### src/rtl/vlen_ctrl_pkg.sv
package vlen_ctrl_pkg;
  localparam int FIELD_W = 12;
  localparam int IDX_W   = 5;

  typedef enum logic [1:0] {
    VL_KEEP = 2'd0,
    VL_IMM  = 2'd1,
    VL_REG  = 2'd2,
    VL_MIN  = 2'd3
  } vlSrc_e;

  typedef struct packed {
    logic   wrMvl;
    vlSrc_e vlSrc;
    logic   wbReq;
    logic   illegal;
  } vlCtrl_t;
endpackage

### src/rtl/vlen_ctrl_decode.sv
module vlen_ctrl_decode
  import vlen_ctrl_pkg::*;
(
  input  logic               inValid,
  input  logic [FIELD_W-1:0] vlTyp,
  input  logic               vlTypEn,
  output vlCtrl_t            ctrl
);
  logic             famOneShot;
  logic             subSel;
  logic [IDX_W-1:0] immIdx;
  logic [IDX_W-1:0] destIdx;

  assign famOneShot = vlTyp[FIELD_W-1];
  assign subSel     = vlTyp[0];
  assign immIdx     = vlTyp[IDX_W:1];
  assign destIdx    = vlTyp[FIELD_W-2:IDX_W+1];

  always_comb begin
    ctrl         = '0;
    ctrl.vlSrc   = VL_KEEP;
    if (inValid && (vlTyp != '0)) begin
      if (!vlTypEn) begin
        ctrl.illegal = 1'b1;
      end else begin
        unique case ({famOneShot, subSel})
          2'b00: ctrl.vlSrc = VL_IMM;
          2'b01: begin
            if (immIdx == '0) ctrl.illegal = 1'b1;
            else              ctrl.vlSrc   = VL_REG;
          end
          2'b10: begin
            ctrl.wrMvl = 1'b1;
            ctrl.vlSrc = VL_IMM;
          end
          default: begin
            ctrl.wrMvl = 1'b1;
            ctrl.vlSrc = VL_MIN;
          end
        endcase
        ctrl.wbReq = !ctrl.illegal && (destIdx != '0);
      end
    end
  end
endmodule

### src/rtl/vlen_ctrl_dp.sv
module vlen_ctrl_dp
  import vlen_ctrl_pkg::*;
#(
  parameter int XLEN  = 32,
  parameter int LEN_W = 6
) (
  input  logic             clk,
  input  logic             rstN,
  input  vlCtrl_t          ctrl,
  input  logic [IDX_W-1:0] immIdx,
  input  logic [IDX_W-1:0] destIdx,
  input  logic [XLEN-1:0]  srcRegVal,
  output logic [LEN_W-1:0] vl,
  output logic [LEN_W-1:0] mvl,
  output logic             wbValid,
  output logic [IDX_W-1:0] wbIdx,
  output logic [XLEN-1:0]  wbData,
  output logic             illegal
);
  localparam int PAD_W = XLEN - LEN_W;
  localparam logic [LEN_W-1:0] ONE = LEN_W'(1);

  logic [LEN_W-1:0] vlQ, mvlQ;
  logic [LEN_W-1:0] immPlus;
  logic [LEN_W-1:0] regClamp;
  logic [LEN_W-1:0] minOld;
  logic [LEN_W-1:0] nextVl;
  logic [LEN_W-1:0] nextMvl;

  assign immPlus  = LEN_W'(immIdx) + ONE;
  assign regClamp = (srcRegVal > {{PAD_W{1'b0}}, mvlQ}) ? mvlQ
                                                        : srcRegVal[LEN_W-1:0];
  assign minOld   = (vlQ > immPlus) ? immPlus : vlQ;

  always_comb begin
    unique case (ctrl.vlSrc)
      VL_IMM:  nextVl = immPlus;
      VL_REG:  nextVl = regClamp;
      VL_MIN:  nextVl = minOld;
      default: nextVl = vlQ;
    endcase
    nextMvl = ctrl.wrMvl ? immPlus : mvlQ;
  end

  always_ff @(posedge clk) begin
    if (!rstN) begin
      vlQ     <= ONE;
      mvlQ    <= ONE;
      wbValid <= 1'b0;
      wbIdx   <= '0;
      wbData  <= '0;
      illegal <= 1'b0;
    end else begin
      vlQ     <= nextVl;
      mvlQ    <= nextMvl;
      wbValid <= ctrl.wbReq;
      illegal <= ctrl.illegal;
      if (ctrl.wbReq) begin
        wbIdx  <= destIdx;
        wbData <= {{PAD_W{1'b0}}, nextVl};
      end
    end
  end

  assign vl  = vlQ;
  assign mvl = mvlQ;
endmodule

### src/rtl/vlen_ctrl.sv
module vlen_ctrl
  import vlen_ctrl_pkg::*;
#(
  parameter int XLEN  = 32,
  parameter int LEN_W = 6
) (
  input  logic               clk,
  input  logic               rstN,
  input  logic               inValid,
  input  logic [FIELD_W-1:0] vlTyp,
  input  logic [XLEN-1:0]    srcRegVal,
  input  logic               vlTypEn,
  output logic [LEN_W-1:0]   vl,
  output logic [LEN_W-1:0]   mvl,
  output logic               wbValid,
  output logic [IDX_W-1:0]   wbIdx,
  output logic [XLEN-1:0]    wbData,
  output logic               illegal
);
  vlCtrl_t ctrl;

  vlen_ctrl_decode decode_i (
    .inValid (inValid),
    .vlTyp   (vlTyp),
    .vlTypEn (vlTypEn),
    .ctrl    (ctrl)
  );

  vlen_ctrl_dp #(.XLEN(XLEN), .LEN_W(LEN_W)) dp_i (
    .clk       (clk),
    .rstN      (rstN),
    .ctrl      (ctrl),
    .immIdx    (vlTyp[IDX_W:1]),
    .destIdx   (vlTyp[FIELD_W-2:IDX_W+1]),
    .srcRegVal (srcRegVal),
    .vl        (vl),
    .mvl       (mvl),
    .wbValid   (wbValid),
    .wbIdx     (wbIdx),
    .wbData    (wbData),
    .illegal   (illegal)
  );
endmodule

### config.mk
export PLATFORM = sky130hd
export DESIGN_NAME = vlen_ctrl
export DESIGN_NICKNAME = d
export VERILOG_FILES = /design/src/rtl/vlen_ctrl_pkg.sv /design/src/rtl/vlen_ctrl_decode.sv /design/src/rtl/vlen_ctrl_dp.sv /design/src/rtl/vlen_ctrl.sv
export SDC_FILE = /design/constraint.sdc
export NUM_CORES = 1
export LEC_CHECK = 0
export BUFFER_PORTS_ARGS = -buffer_cell sky130_fd_sc_hd__buf_2
export CAP_MARGIN = 20
export CELL_PAD_IN_SITES_DETAIL_PLACEMENT = 0
export CELL_PAD_IN_SITES_GLOBAL_PLACEMENT = 2
export CORE_MARGIN = 1.5
export CORE_UTILIZATION = 26
export DETAILED_ROUTE_END_ITERATION = 10
export PLACE_DENSITY_LB_ADDON = 0.25
export RECOVER_POWER = 50
export SLEW_MARGIN = 30
export SYNTH_ARGS = -nofsm -noshare
export SYNTH_HDL_FRONTEND = slang
export SYNTH_SLANG_ARGS = --single-unit
### constraint.sdc
create_clock -name clk -period 9.3 [get_ports clk]
set_clock_uncertainty 0.15 [all_clocks]
set_input_delay 1.86 -clock clk [delete_from_list [all_inputs] [get_ports clk]]
set_output_delay 1.86 -clock clk [all_outputs]
set_load 0.05 [all_outputs]
==> summary.md, run 1 <==
| Metric | Value |
|---|---|
| Status | finished clean |
| Min-delay worst type | register to register |
| Top cell type's share of synthesized area | 27.9% |
| R2R Path Start | dp_i.mvl[5] |
| YS warnings | 0 |
| Synth cell count leaders | nand2_1 (30), buf_4 (26), dfxtp_1 (25), ha_1 (14), inv_1 (13) |
| Routability cong. | 0.797 |
| Gr usage total | 12.3% |
| Setup TNS | 0 ns |
| CTS Buffer Depth | 2 |
| Io pins | 99 |
| Initial antenna violation count | 0 |
| Inserted Diodes | 0 |
| Post-cts sizing count | 0 |
| Crit. Startpoint | vlTyp[1] |
| RSZ-0062 raised after global routing | no |
| Horiz. Die Dim | 86.0 um |
| Max_cap viols | 0 |
| DPL Wire Length | 3720 um |
| Crit-path leading delay family | compound AO/OA/AOI/OAI gates |
| Port Buf Inserts | 72 |
| Setup violations, final | 0 |
| Async set or reset register ratio after synthesis | 0% |
| Number of flops mapped to enable cells by yosys | 0 |
| Fin. Hold Viols | 0 |
| Slew Limit Fails | 0 |
| Slowest stage delay, CP | 0.61 ns |
| GR Overflow Total | 0 |
| CP Depth | 11 |
| Slowest-stage cell, CP | a2111oi_4 |
| Peak supply drop | 52.4 uV |
| Worst-skew pair later-pin latency | 0.27 ns |
| Leakage | 0.950 nW |
| Max-slew headroom | 58.8% |
| Initial drt markers | 32 |
| H-tree Lvls | 1 |
| Hold Path Origin | dp_i.mvl[5] |
| GR Layer Usage met1 | 15.2% |
| Vias | 1653 |
| Syn-to-layout area delta | 20.7% |
| Synth Area per Inst | 8.50 sq um |
| Vias in the first global route | 1538 |
| Routed len/inst | 12.4 um |
| Critical path fanouts, max | 6 |
| Cts hold-fix bufs | 0 |
| Share of cells above drive strength 1 | 23.6% |
| CTS tree | built |
| Via/cell ratio | 4.54 |
| Worst hold slack | 0.362 ns |
| Mapped Area | 1790 sq um |
| Nature of the critical path startpoint | input port |
| Min Clock Period, post-route | 4.52 ns |
| CP endpoint kind | register |
| Clock sinks | 25 |
| Count leader, synth | nand2_1 |
| Worst R2R Path Depth | 7 |
| Worst-Margin Slew | 0.603 ns |
| Cells after synthesis | 211 |
| GR peak layer | met2 |
| Worst Path Arrival | 4.57 ns |
| Wirelength, routed | 4530 um |
| Met3 GRT Util | 2.21% |
| Met2 Track Usage GR | 22.3% |
| Sequential area share after synthesis | 27.9% |
| Total CTS buffers | 3 |
| Post-CTS setup buffer count | 0 |
| F_max | 0.221 GHz |
| PwrDens | 126 nW/um^2 |
| Tot Pwr | 273 uW |
| Final Net Count | 347 |
| CTS Root Cell | clkbuf_8 |
| Die Y | 86.0 um |
| Rows | 30 |
| Critical-path cell list | buf_2 -> ha_1 -> nand3_1 -> xor2_1 -> ha_1 -> nand4_1 -> nor2_1 -> o31a_2 -> a2111oi_4 -> mux2_2 -> a31oi_1 |
| Worst path buffer plus inverter count | 1 |
| Routed Antenna Nets | 0 |
| Hold-critical path depth | 2 |
| Top_reg_cell synth | dfxtp_1 |
| DIE AREA | 7400 sq um |
| Cell mode on critical path | ha_1 |
| Largest net degree at the start of global routing | 26 |
| First-pass GRT wire length | 7270 um |
| CORE AREA | 6720 sq um |
| Synth top area cells | dfxtp_1 (28%), buf_4 (11%), ha_1 (9.8%), nand2_1 (6.3%), mux2_2 (5.7%) |
| FF+latch count, synth | 25 |
| Pre-antenna DRT Iters | 4 |
| Clock-pin slew on the worst setup and hold paths | 0.09 ns |
| Fin crit share | 48.6% |
| WS Path Type | input port to register |
| CP required | 9.35 ns |
| Netlist cell types | 39 |
| # DRC | 0 |
| Area leader, netlist | dfxtp_1 |
| Initial Util | 26.7% |
-- flip-flops by register name, indices dropped and copies added, names as in the netlist --
register	cells
dp_i.mvl	6
dp_i.vl	6
dp_i.wbData	6
dp_i.wbIdx	5
dp_i.illegal	1
dp_i.wbValid	1
-- final cells by class --
| cell class | count | area (sq um) |
|---|---|---|
| Multi-Input combinational cell | 168 | 1120 |
| Sequential cell | 25 | 500 |
| Inverter | 13 | 48.8 |
| Clock inverter | 1 | 7.51 |
| Clock buffer | 3 | 41.3 |
| Tap cell | 80 | 100 |
| Timing Repair Buffer | 74 | 345 |
| Fill cell | 749 | 4550 |
-- metrics by stage --
stage,cell area (sq um),util [%],worst slack [ns],cells
floorplan,1890,-,4.88,236
global placement,2150,32.0,4.51,360
detailed placement,2150,32.0,4.47,360
CTS,2200,32.7,4.74,364
global route,2160,32.2,4.53,364
finish,2160,32.2,4.78,364
-- final timing paths --
| check | endpoint | slack, ns |
|---|---|---|
| worst min-delay path | dp_i.mvl[5] | 0.36 |
| worst min register to register | dp_i.mvl[5] | 0.36 |
| worst max-delay path | dp_i.wbData[2] | 4.78 |
| worst max register to register | dp_i.wbData[5] | 6.48 |
-- layer usage --
layer | routed length, um | up-vias | share of wire [%]
met5 | 0 | - | 0
met2 | 2190 | 67 | 48
met1 | 2000 | 748 | 44
met3 | 308 | 4 | 6.8
met4 | 28 | 0 | 0.62
li1 | - | 834 | -
-- report_power, final --
| part | switching [mW] | internal (mW) | total, mW |
|---|---|---|---|
| clock | 0.0354 | 0.0303 | 0.0657 |
| sequential | 0.00376 | 0.112 | 0.116 |
| combinational | 0.0671 | 0.0236 | 0.0907 |
-- kinds of logic after synthesis --
kind of cell / after synthesis / share of synthesized area [%]
and+or+nand+nor: 71 / 19.7
buffers and inverters: 43 / 14.5
AOI/OAI and AO/OA: 37 / 16.3
DFF: 25 / 27.9
muxes: 17 / 10.1
adders and majority gates: 14 / 9.77
xor gates and xnor gates: 3 / 1.47
other: 1 / 0.209
-- layout by cell type (no fill, tap or decap), types with 2 or more instances in the layout --
cell type and count:
clkbuf_8 3, inv_1 13, o211a_1 3, nor2_1 6, conb_1 26, nand4_1 3
o21ai_0 6, buf_4 2, xnor2_1 2, mux2_2 9, nand2b_1 4, buf_2 48
dfxtp_1 25, o211ai_1 2, nor2b_1 8, mux2i_1 8, nand2_1 30, ha_1 14
clkbuf_1 24, a31oi_1 7, a21oi_1 4, nor4_1 7, nor3_1 2, nand3_1 6
a21boi_0 7
-- worst min-delay path, delay by kind of cell (launching register included) --
family           cells  cell delay, ns
AND/OR/NAND/NOR      1            0.06
AO/OA/AOI/OAI        1            0.07
flip-flops           1            0.35
Power figures use the tool's default switching activity.
==> inputs of run 2 (changes only) <==
--- a/config.mk
+++ b/config.mk
@@ -5,12 +5,13 @@
 export SDC_FILE = /design/constraint.sdc
 export NUM_CORES = 1
 export LEC_CHECK = 0
+export ABC_AREA = 1
 export BUFFER_PORTS_ARGS = -buffer_cell sky130_fd_sc_hd__buf_2
 export CAP_MARGIN = 20
 export CELL_PAD_IN_SITES_DETAIL_PLACEMENT = 0
 export CELL_PAD_IN_SITES_GLOBAL_PLACEMENT = 2
 export CORE_MARGIN = 1.5
-export CORE_UTILIZATION = 26
+export CORE_UTILIZATION = 24
 export DETAILED_ROUTE_END_ITERATION = 10
 export PLACE_DENSITY_LB_ADDON = 0.25
 export RECOVER_POWER = 50
==> constraint.sdc (replaced) <==
create_clock -name clk -period 4.5 [get_ports clk]
set_clock_uncertainty 0.15 [all_clocks]
set_input_delay 0.9 -clock clk [delete_from_list [all_inputs] [get_ports clk]]
set_output_delay 0.9 -clock clk [all_outputs]
set_load 0.05 [all_outputs]
==> run 2 against run 1 <==
First-iteration DRC count rose to 2.8 times the previous value. Combinational power is 140% higher. Clock-buffer cell count did not move. Non-clock buffer count is 1 lower.
==> summary.md, run 2 <==
| Metric | Value |
|---|---|
| Clock-pin slew on the worst setup and hold paths | 0.10 ns |
| Cts hold-fix bufs | 0 |
| Top_reg_cell synth | dfxtp_1 |
| # DRC | 0 |
| Most frequent cells in the layout | inv_1 (53), buf_2 (52), nand2_1 (45), nor2_1 (40), nand3_1 (34) |
| Vias in the first global route | 1899 |
| Io pins | 99 |
| Post-cts sizing count | 0 |
| Final core utilization | 29.4% |
| Slew Limit Fails | 0 |
| Rows | 33 |
| Worst-skew pair later-pin latency | 0.27 ns |
| Peak supply drop | 115 uV |
| H-tree Lvls | 1 |
| Die Y | 96.2 um |
| Min-delay worst type | register to register |
| Mapped Area | 2080 sq um |
| Initial drt markers | 90 |
| Register Area | 500 sq um |
| CTS Buffer Depth | 2 |
| Min Clock Period, post-route | 2.78 ns |
| CORE AREA | 8300 sq um |
| PnR worst setup slack | 1.72 ns |
| FF-to-FF setup slack | 2.43 ns |
| Clock sinks | 25 |
| Pre-CTS setup slack | 1.38 ns |
| Tot Pwr | 610 uW |
| Total CTS buffers | 3 |
| Layout fillers | 964 |
| Slowest stage delay, CP | 0.30 ns |
| Syn-to-layout area delta | 17.3% |
| Count leader, synth | inv_1 |
| Leakage | 1.34 nW |
| Port Buf Inserts | 72 |
| Reg-to-reg endpoint | dp_i.wbData[5] |
| Netlist cell types | 29 |
| Critical-path cell list | buf_2 -> ha_1 -> nand3_1 -> xor2_1 -> ha_1 -> nand2_1 -> nor2_1 -> nand2_1 -> nand3_1 -> nand2_1 -> nand2_2 -> nand2_4 -> nand3_1 -> nand4_1 -> nand2_1 -> inv_1 |
| First-pass GRT wire length | 8850 um |
| Setup TNS | 0 ns |
| Hold Path Sink | dp_i.wbIdx[0] |
| CP required | 4.54 ns |
| Setup violations, final | 0 |
| Crit-path leading delay family | simple AND/OR/NAND/NOR gates |
| Post-CTS setup buffer count | 0 |
| Critical path fanouts, max | 7 |
| Vias | 2011 |
| Synth cell count leaders | inv_1 (53), nand2_1 (43), nor2_1 (37), nand3_1 (34), buf_4 (28) |
| Gr usage total | 12.2% |
| DIE AREA | 9250 sq um |
| Async set or reset register ratio after synthesis | 0% |
| Most common cell after layout, fill and taps aside | inv_1 |
| Routability cong. | 0.850 |
| Initial Util | 25.1% |
| Fin crit share | 61.8% |
| Routed len/inst | 11.2 um |
| Nature of the critical path startpoint | input port |
| Max-slew headroom | 49.7% |
| YS warnings | 0 |
| Fin. Hold Viols | 0 |
| FF+latch count, synth | 25 |
| Worst Path Arrival | 2.82 ns |
| Via/cell ratio | 4.15 |
| CP endpoint kind | register |
| Largest net degree at the start of global routing | 22 |
| Hold-critical path depth | 2 |
| Pre-antenna DRT Iters | 4 |
| Routed Antenna Nets | 0 |
| PwrDens | 250 nW/um^2 |
| Worst path buffer plus inverter count | 2 |
| Wirelength, routed | 5400 um |
| Worst R2R Path Depth | 13 |
| WS Path Type | input port to register |
| Sequential area share after synthesis | 24.0% |
| R2R Path Start | dp_i.mvl[5] |
| Max_cap viols | 0 |
| Final Net Count | 442 |
| Number of flops mapped to enable cells by yosys | 0 |
| Inserted Diodes | 0 |
| Cells after synthesis | 307 |
| GR Overflow Total | 0 |
| Area occupied by multi-input gates | 1190 sq um |
| CTS tree | built |
| Cell mode on critical path | nand2_1 |
| Area leader, netlist | dfxtp_1 |
| Slowest-stage cell, CP | xor2_1 |
| Status | finished clean |
| CTS Root Cell | clkbuf_8 |
| Top cell type's share of synthesized area | 24.0% |
| Initial antenna violation count | 0 |
| DPL Wire Length | 4560 um |
| Synth Area per Inst | 6.79 sq um |
| Share of cells above drive strength 1 | 22.2% |
| RSZ-0062 raised after global routing | no |
| F_max | 0.359 GHz |
| Horiz. Die Dim | 96.2 um |
| Worst-Margin Slew | 0.751 ns |
| Synth top area cells | dfxtp_1 (24%), buf_4 (10%), inv_1 (9.5%), ha_1 (8.4%), nand3_1 (8.2%) |
| Hold Path Origin | dp_i.wbIdx[0] |
## run 2: cell count changes after synthesis, sizes merged, moves of 9 or more
cell   before  now
nand3       6   42
nor2        6   45
inv        13   60
nand2      30   49
mux2        9    0
## run 2: cell families (layout without fill, tap and decap cells)
| family | after synthesis | count (layout) | share of synthesized area, % |
|---|---|---|---|
| DFF | 25 | 25 | 24.0 |
| xor gates and xnor gates | 3 | 3 | 1.26 |
| other | 1 | 26 | 0.180 |
| AOI/OAI and AO/OA | 25 | 25 | 6.31 |
| adders and majority gates | 14 | 14 | 8.41 |
| buffers and inverters | 90 | 137 | 21.5 |
| and+or+nand+nor | 149 | 149 | 38.3 |
## run 2: worst max path at each step
stage | slack, ns | end | from | cells after the start
3_3_place_gp | 1.41 | dp_i.wbData[5] | vlTyp[1] | 16
5_1_grt | 1.51 | dp_i.wbData[5] | vlTyp[1] | 16
2_1_floorplan | 1.86 | dp_i.wbData[5] | vlTyp[1] | 15
6_report | 1.72 | dp_i.wbData[5] | vlTyp[1] | 16
3_5_place_dp | 1.38 | dp_i.wbData[5] | vlTyp[1] | 16
4_1_cts | 1.69 | dp_i.wbData[5] | vlTyp[1] | 16
## run 2: metal layers
layer	part of all wire, %	up-vias	wire (um)	GRT usage [%]
met5	0	-	0	0
met1	45	898	2450	15.6
met4	0.70	0	38	2.33
met3	4.8	4	259	1.03
li1	-	1052	-	-
met2	49	57	2650	22.4
## run 2: cell type report
class / count / share of cell area (%)
clock buffers: 3 / 1.69
multi-input cells: 217 / 48.8
flip-flops and latches: 25 / 20.5
inverters: 60 / 9.32
well taps: 105 / 5.38
clock inverters: 1 / 0.307
repair buffers: 73 / 14.0
## run 2: stage by stage
| stage | cell area [sq um] | hold slack, ns | std cells |
|---|---|---|---|
| floorplan | 2180 | 0.572 | 332 |
| global route | 2440 | 0.433 | 484 |
| finish | 2440 | 0.362 | 484 |
| global placement | 2460 | 0.328 | 480 |
| CTS | 2500 | 0.367 | 484 |
| detailed placement | 2460 | 0.338 | 480 |
## run 2: worst min-delay path, stage by stage, from the launching register on
cell and delay [ns]:
dfxtp_1 0.34, o21ai_1 0.07, nor2_1 0.07
## run 2: report_power, final
group	internal, mW	switching [mW]	leakage [nW]
Clock	0.0629	0.0820	0.0217
Combinational	0.0542	0.168	1.11
Sequential	0.234	0.00902	0.205
==> inputs of run 3 (changes only) <==
--- a/config.mk
+++ b/config.mk
@@ -5,13 +5,13 @@
 export SDC_FILE = /design/constraint.sdc
 export NUM_CORES = 1
 export LEC_CHECK = 0
-export ABC_AREA = 1
+export ABC_AREA = 0
 export BUFFER_PORTS_ARGS = -buffer_cell sky130_fd_sc_hd__buf_2
 export CAP_MARGIN = 20
 export CELL_PAD_IN_SITES_DETAIL_PLACEMENT = 0
 export CELL_PAD_IN_SITES_GLOBAL_PLACEMENT = 2
 export CORE_MARGIN = 1.5
-export CORE_UTILIZATION = 24
+export CORE_UTILIZATION = 21
 export DETAILED_ROUTE_END_ITERATION = 10
 export PLACE_DENSITY_LB_ADDON = 0.25
 export RECOVER_POWER = 50
==> constraint.sdc (replaced) <==
create_clock -name clk -period 2.3 [get_ports clk]
set_clock_uncertainty 0.15 [all_clocks]
set_input_delay 0.46 -clock clk [delete_from_list [all_inputs] [get_ports clk]]
set_output_delay 0.46 -clock clk [all_outputs]
set_load 0.05 [all_outputs]
==> run 3 against run 2 <==
The run now ends with setup timing left. First-iteration DRC count decreased by 29%. Sequential cell count unchanged. Non-clock buffer count increased by 35. Critical path type unchanged. Critical endpoint is now dp_i.vl[4]. Largest cell class unchanged. Highest routed layer unchanged.
==> summary.md, run 3 (synthesis results as in run 1) <==
| Metric | Value |
|---|---|
| Initial drt markers | 64 |
| Critical path fanouts, max | 6 |
| # DRC | 0 |
| F_max | 0.378 GHz |
| DP Cell Count | 418 |
| CORE AREA | 8260 sq um |
| Slew Limit Fails | 0 |
| CTS Buffer Depth | 2 |
| PwrDens | 455 nW/um^2 |
| Clock sinks | 25 |
| Horiz. Die Dim | 95.4 um |
| Vias in the first global route | 1495 |
| Pre-CTS setup slack | -0.717 ns |
| FF-to-FF setup slack | -0.24 ns |
| Fin crit share | 115% |
| CTS tree | built |
| Worst-skew pair later-pin latency | 0.27 ns |
| Routed Antenna Nets | 0 |
| DIE AREA | 9100 sq um |
| DPL Wire Length | 4070 um |
| Final Net Count | 381 |
| Leakage | 1.20 nW |
| Min-delay worst type | input port to register |
| WS Path Type | input port to register |
| Min Clock Period, post-route | 2.65 ns |
| RSZ-0062 raised after global routing | yes |
| Pre-antenna DRT Iters | 4 |
| Failing checks | setup timing |
| Non-Filler Instances | 423 |
| Met2 WL | 2160 um |
| Clock-pin slew on the worst setup and hold paths | 0.09 ns |
| Final core utilization | 31.1% |
| Inserted Diodes | 0 |
| CP required | 2.36 ns |
| Setup TNS | -3.72 ns |
| Layout fillers | 929 |
| Total CTS buffers | 3 |
| Setup violations, final | 12 |
| Wirelength, routed | 4910 um |
| Max_cap viols | 0 |
| Io pins | 99 |
| Worst-Margin Slew | 0.630 ns |
| Met3 WL post-DR | 294 um |
| Worst Path Arrival | 2.71 ns |
| H-tree Lvls | 1 |
| Largest net degree at the start of global routing | 26 |
| DR top layer | met4 |
| Initial antenna violation count | 0 |
| Most common cell after layout, fill and taps aside | buf_2 |
| Most frequent cells in the layout | buf_2 (56), buf_4 (34), nand2_1 (30), conb_1 (26), dfxtp_1 (23) |
| Fin. Hold Viols | 0 |
| Initial Util | 21.7% |
| Syn-to-layout area delta | 43.3% |
| Max-slew headroom | 58.2% |
| Port Buf Inserts | 72 |
| PnR worst setup slack | -0.349 ns |
| Share of cells above drive strength 1 | 38.1% |
| Routed len/inst | 11.6 um |
| Die Y | 95.4 um |
| Nature of the critical path startpoint | input port |
| Routability cong. | 0.773 |
| Finished Cell Area | 2570 sq um |
| CP endpoint kind | register |
| Rows | 33 |
| First-pass GRT wire length | 7250 um |
| CTS Root Cell | clkbuf_8 |
| Gr usage total | 10.4% |
| Vias | 1750 |
| Status | finished, violations left |
| Via/cell ratio | 4.14 |
| Dpl cell area | 2490 sq um |
| Peak supply drop | 190 uV |
| GR Overflow Total | 0 |
| Met1 Wirelength | 2390 um |
[run 3: layout make-up]
cell class / instances / area [sq um] / area share [%]
Sequential cell: 25 / 503 / 19.6
Multi-Input combinational cell: 168 / 1210 / 47.0
Clock inverter: 1 / 5.00 / 0.195
Clock buffer: 3 / 41.3 / 1.61
Inverter: 13 / 48.8 / 1.90
Timing Repair Buffer: 108 / 633 / 24.6
Tap cell: 105 / 131 / 5.11
[run 3: per-stage QoR]
stage / power (mW) / hold WS (ns)
finish: 1.17 / 0.289
global placement: 0.907 / 0.344
global route: 1.23 / 0.314
CTS: 1.19 / 0.255
floorplan: 0.794 / 0.403
detailed placement: 0.906 / 0.353
[run 3: where the power goes]
part           internal [mW]  switching [mW]  total (mW)
Combinational          0.143           0.291       0.435
Sequential             0.455          0.0106       0.465
Clock                  0.121           0.146       0.268
Total                  0.719           0.448        1.17
[run 3: per-layer routing]
| layer | vias up | global-route usage [%] |
|---|---|---|
| met1 | 777 | 14.4 |
| met4 | 0 | 3.31 |
| li1 | 903 | - |
| met2 | 65 | 16.8 |
| met5 | - | 0 |
| met3 | 5 | 1.36 |
[run 3: repair_timing]
action,CTS,global route
cloned,0,0
resized for setup,12,0
endpoints found under the setup margin,12,12
pin swaps,2,0
hold buffers,0,0
setup buffers,1,0
[run 3: path summary, 6_finish.rpt]
path	to	depth (start not counted)	from
max	dp_i.vl[4]	12	vlTyp[1]
min	dp_i.illegal	3	inValid
max reg2reg	dp_i.wbData[2]	9	dp_i.mvl[5]
min reg2reg	dp_i.wbIdx[3]	2	dp_i.wbIdx[3]
[run 3: worst max-delay path: stages]
cell and delay [ns]:
buf_8 0.08, ha_4 0.16, nand3_4 0.07, xor2_2 0.18, ha_1 0.31, nand4_1 0.15
nor2_1 0.06, o31a_2 0.30, a2111oi_4 0.30, buf_6 0.19, mux2_4 0.32, a21boi_2 0.13
